==> src/rtl/texpair_fetch.sv <==
module texpair_fetch #(
  parameter int SEG_LEN = 80,
  parameter int ADDR_W  = 16,
  parameter int PX_W    = 16,
  parameter int INST_ID = 0,
  localparam int DW = 2 * PX_W,
  localparam int AW = $clog2(2 * SEG_LEN),
  localparam int IW = $clog2(SEG_LEN)
) (
  input  logic                      clk,
  input  logic                      rst_n,
  input  logic                      seg_ready_i,
  output logic                      seg_taken_o,
  input  logic [SEG_LEN-1:0]        lane_cov_i,
  input  logic [SEG_LEN-1:0]        lane_half_i,
  input  logic [SEG_LEN*ADDR_W-1:0] lane_addr_i,
  input  logic [PX_W-1:0]           bg_color_i,
  output logic                      mem_req_o,
  output logic [ADDR_W-1:0]         mem_addr_o,
  input  logic                      mem_gnt_i,
  input  logic [DW-1:0]             mem_rdata_i,
  output logic                      dst_we_o,
  output logic [AW-1:0]             dst_addr_o,
  output logic [PX_W-1:0]           dst_data_o,
  output logic                      done_o,
  input  logic                      done_ack_i
);

  localparam logic [AW-1:0] BASE = (INST_ID % 2 == 1) ? AW'(SEG_LEN) : '0;
  localparam logic [IW-1:0] LAST = IW'(SEG_LEN - 1);

  typedef enum logic [1:0] {S_IDLE, S_RUN, S_WAIT, S_DONE} st_t;
  st_t st;

  logic [SEG_LEN-1:0]        cov_q, half_q;
  logic [SEG_LEN*ADDR_W-1:0] addr_q;
  logic [IW-1:0]             idx;
  logic                      held_ok;
  logic [ADDR_W-1:0]         held_addr;
  logic [DW-1:0]             held_word;

  logic              head_cov, head_half, hit, step, last;
  logic [ADDR_W-1:0] head_addr;
  logic [DW-1:0]     word;

  assign head_cov  = cov_q[0];
  assign head_half = half_q[0];
  assign head_addr = addr_q[ADDR_W-1:0];
  assign hit       = held_ok && (held_addr == head_addr);
  assign step      = !head_cov || hit;
  assign last      = (idx == LAST);

  assign seg_taken_o = (st == S_IDLE) && seg_ready_i;
  assign mem_req_o   = (st == S_RUN) && head_cov && !hit;
  assign mem_addr_o  = head_addr;
  assign done_o      = (st == S_DONE);

  assign word       = (st == S_WAIT) ? mem_rdata_i : held_word;
  assign dst_we_o   = ((st == S_RUN) && step) || (st == S_WAIT);
  assign dst_addr_o = BASE + AW'(idx);
  assign dst_data_o = !head_cov ? bg_color_i
                    : (head_half ? word[DW-1:PX_W] : word[PX_W-1:0]);

  always_ff @(posedge clk or negedge rst_n) begin
    if (!rst_n) begin
      st        <= S_IDLE;
      cov_q     <= '0;
      half_q    <= '0;
      addr_q    <= '0;
      idx       <= '0;
      held_ok   <= 1'b0;
      held_addr <= '0;
      held_word <= '0;
    end else begin
      case (st)
        S_IDLE: if (seg_ready_i) begin
          cov_q   <= lane_cov_i;
          half_q  <= lane_half_i;
          addr_q  <= lane_addr_i;
          idx     <= '0;
          held_ok <= 1'b0;
          st      <= S_RUN;
        end
        S_RUN: if (step) begin
          cov_q  <= cov_q >> 1;
          half_q <= half_q >> 1;
          addr_q <= addr_q >> ADDR_W;
          if (last) st <= S_DONE;
          else idx <= idx + 1'b1;
        end else if (mem_gnt_i) begin
          st <= S_WAIT;
        end
        S_WAIT: begin
          held_ok   <= 1'b1;
          held_addr <= head_addr;
          held_word <= mem_rdata_i;
          cov_q     <= cov_q >> 1;
          half_q    <= half_q >> 1;
          addr_q    <= addr_q >> ADDR_W;
          if (last) st <= S_DONE;
          else begin
            idx <= idx + 1'b1;
            st  <= S_RUN;
          end
        end
        default: if (done_ack_i) st <= S_IDLE;
      endcase
    end
  end

  a_r8_req_hold: assert property (@(posedge clk) disable iff (!rst_n)
    mem_req_o && !mem_gnt_i |=> mem_req_o && $stable(mem_addr_o));

  a_r5_read_latency: assert property (@(posedge clk) disable iff (!rst_n)
    mem_req_o && mem_gnt_i |=> dst_we_o && !mem_req_o);

  a_r9_dst_window: assert property (@(posedge clk) disable iff (!rst_n)
    dst_we_o |-> (dst_addr_o >= BASE) && (dst_addr_o < BASE + AW'(SEG_LEN)));

  a_r10_done_hold: assert property (@(posedge clk) disable iff (!rst_n)
    done_o && !done_ack_i |=> done_o);

  a_r10_quiet_done: assert property (@(posedge clk) disable iff (!rst_n)
    done_o |-> !dst_we_o && !mem_req_o && !seg_taken_o);

  a_r2_take_starts: assert property (@(posedge clk) disable iff (!rst_n)
    seg_taken_o |=> !done_o && !seg_taken_o);

endmodule

==> config.mk <==
export PLATFORM = sky130hd
export DESIGN_NAME = texpair_fetch
export DESIGN_NICKNAME = d
export VERILOG_FILES = /design/src/rtl/texpair_fetch.sv
export SDC_FILE = /design/constraint.sdc
export NUM_CORES = 2
export LEC_CHECK = 0
export BUFFER_PORTS_ARGS = -buffer_cell sky130_fd_sc_hd__buf_2
export CORE_AREA = 5 5 603 605
export DETAILED_ROUTE_END_ITERATION = 8
export DIE_AREA = 0 0 608 610
export RECOVER_POWER = 25
export SLEW_MARGIN = 20
export SYNTH_ARGS = -nofsm -noshare
export SYNTH_HDL_FRONTEND = slang
export SYNTH_SLANG_ARGS = --single-unit
==> constraint.sdc <==
create_clock -name clk -period 4.4 [get_ports clk]
set_clock_uncertainty 0.05 [all_clocks]
set_input_delay 0.66 -clock clk [delete_from_list [all_inputs] [get_ports clk]]
set_output_delay 0.66 -clock clk [all_outputs]
set_load 0.01 [all_outputs]
==> metrics <==
Layout area overhead=43.3%; Vias/cell=4.12; final total power=81.3 mW; Worst Tran Pin Value=3.56 ns; EDFF count, synth=0; switching pwr=34.6 mW; Slew Viols, Final=61; initial antenna violation count=176; largest net degree at the start of global routing=163; Worst R2R End=addr_q[185]$_DFFE_PN0P_; post_cts resized=0; Yosys Warn Count=0; clk slew on worst S/H paths=0.06 ns; multi-input logic area=28400 µm²; Slew Limit Headroom=-137%; Crit. End Element=output port; Layout fillers=37500; met1 usage=18.9%; DR vias=57500; final hold slack=0.0882 ns; post-route clock period utilization=96.3%; syn_nets=8015; sequential share of power=32.0%; critical setup path kind=flip-flop to output port; CP startpoint=st[0]$_DFFE_PN0P_; FP Rows=220; design area=97800 µm²; RSZ-0062 raised after global routing=no; Setup-failing EPs final=0; worst-case clock buffer depth=4; Wirelength per Cell=21.6 µm; DRC viols=0; H-tree levels=4; core area=358000 µm²; fmax=236 MHz; Clock power frac=19.2%; Port Buffer Count=1535; critical path peak fanout=23; arrival time at the worst endpoint=3.53 ns; failing checks=capacitance limit, slew limit; Sw Ratio=42.5%; Post-CTS Hold Buffers=956; GP Congestion=0.954; Reg2Reg Setup Slack=0.94 ns; post-CTS setup buffers=0; Syn Area/Cell=10.5 µm²; Post-DRT Antenna Nets=0; Yosys reg bits=1498; met2 usage=26.3%; Max VDD drop=0.000774 V; FF/Latch Area=37500 µm²; required time worst endpoint=3.69 ns; commonest non-fill, non-tap cell in the layout=buf_2; hold path endpoint=addr_q[414]$_DFFE_PN0P_; layout cell share with drive strength beyond 1=22.7%; Synth area leaders=dfrtp_1 55%, mux2i_1 21%, nand2_1 8.0%; Overflow after GRT=0; DP HPWL=232000 µm; Async S/R FF share, synth=100%; TritonCTS clock tree=yes; min-delay worst type=primary input to flip-flop; vias in the first global route=58900; die area=371000 µm²; Synth area leader=dfrtp_1; Area after DPL=81700 µm²; share of total power in combinational logic=48.7%; outcome=complete, but fails checks; sequential area share after synthesis=55.0%; global-route wire length before repair=425000 µm; share of the synthesized area in the top cell type=55.0%; Top Usage Layer GRT=met2; CTS sink cnt=1498; commonest cells after routing, fill and taps aside=1534 x buf_2, 1498 x dfrtp_1, 1456 x mux2i_1, 1448 x nand2_1, 956 x dlygate4sd3_1; reg2reg path depth=9; Max-Cap Viols=1; M3 GR Usage=3.77%; Tot GR Track Use=15.5%; die span in x=608 µm; Leakage=45.4 nW; most used flip-flop cell after synthesis=dfrtp_1; hold path cells=3; synth unique cells=38; Initial DRC Count=4477; routed wire length=301000 µm; DIE HEIGHT=610 µm; CP startpoint kind=flip-flop; Clock Root Buffer=clkbuf_16; # nets final=10400; DRT Pass-1 Iters=5; min Tclk post-route=4.24 ns; Power Internal=46.7 mW; Hold Crit Start=lane_addr_i[414]; Final Hold Viols=0; cells after synthesis=6516; TritonCTS Buffers=183; final setup TNS=0 ns; Worst R2R Start=st[0]$_DFFE_PN0P_; post-synthesis cell area=68200 µm²; worst skew pair latency=0.86 ns; Pwr per Cell Area=831 nW/µm²; Starting Density=19.1%; I/O pin count=1537
[state kept, by name (all words and copies together) (netlist names)]
name and count:
st 2, half_q 80, idx 7, held_addr 16
addr_q 1280, cov_q 80, held_word 32, held_ok 1
[routing by layer]
| layer | share of wire, % | routed length [µm] |
|---|---|---|
| met1 | 40 | 122000 |
| met3 | 6.6 | 19900 |
| met4 | 4.5 | 13500 |
| met5 | 0.14 | 427 |
| met2 | 48 | 146000 |
[how the worst max path moves through the flow]
| stage | slack (ns) | to | cells after the start |
|---|---|---|---|
| after floorplan | 1.80 | dst_data_o[10] | 7 |
| after global placement | 0.87 | addr_q[108]$_DFFE_PN0P_ | 8 |
| after detailed placement | 0.78 | addr_q[185]$_DFFE_PN0P_ | 8 |
| after CTS | 0.15 | dst_data_o[7] | 7 |
| after global routing | 0.06 | dst_data_o[7] | 7 |
| final | 0.16 | dst_data_o[7] | 7 |
[layout make-up]
cell class / instances / area share (%)
diodes: 167 / 0.427
clock buffers: 265 / 5.43
clock inverters: 62 / 0.795
inverters: 21 / 0.0806
multi-input cells: 4487 / 29.1
flip-flops and latches: 1498 / 38.3
well taps: 4773 / 6.11
repair buffers: 2673 / 19.7
[cells by family after synthesis]
| kind of cell | after synthesis | share of synthesized area (%) |
|---|---|---|
| other | 1 | 0.00550 |
| xor gates and xnor gates | 16 | 0.205 |
| DFF | 1498 | 55.0 |
| and+or+nand+nor | 1503 | 8.44 |
| adders and majority gates | 6 | 0.110 |
| buffers and inverters | 531 | 3.37 |
| muxes | 1505 | 22.2 |
| AOI/OAI and AO/OA | 1456 | 10.7 |
[through the flow]
stage	cells	setup WS, ns	utilization, %
final	13900	0.165	27.3
after global routing	13900	0.0576	27.3
after CTS	13800	0.147	27.2
after detailed placement	12500	0.780	22.9
after global placement	12500	0.866	22.9
after floorplan	6516	1.80	-
[critical path, stage by stage (launching register included)]
cell	delay, ns
dfrtp_1	0.41
inv_1	0.21
ha_2	0.77
buf_4	0.35
mux2_2	0.37
mux2i_1	0.30
mux2i_1	0.13
buf_2	0.16
[Yosys cell counts, types with 7 or more instances]
| cell | n |
|---|---|
| buf_2 | 122 |
| buf_4 | 17 |
| buf_6 | 12 |
| clkbuf_1 | 356 |
| dfrtp_1 | 1498 |
| inv_1 | 21 |
| mux2_2 | 49 |
| mux2i_1 | 1456 |
| nand2_1 | 1448 |
| nand2b_1 | 20 |
| nand3_1 | 14 |
| nor2_1 | 7 |
| o21ai_0 | 541 |
| o21ai_1 | 900 |
| xor2_1 | 15 |
[power groups by stage]
stage                     combinational (mW)  clock, mW  sequential (mW)
after floorplan                         28.8          0             23.9
after global placement                  38.4          0             26.2
after detailed placement                39.3          0             26.3
after CTS                               40.1       16.1             26.1
after global routing                    43.8       16.6             26.9
final                                   39.6       15.6             26.0
Power figures use the tool's default switching activity.
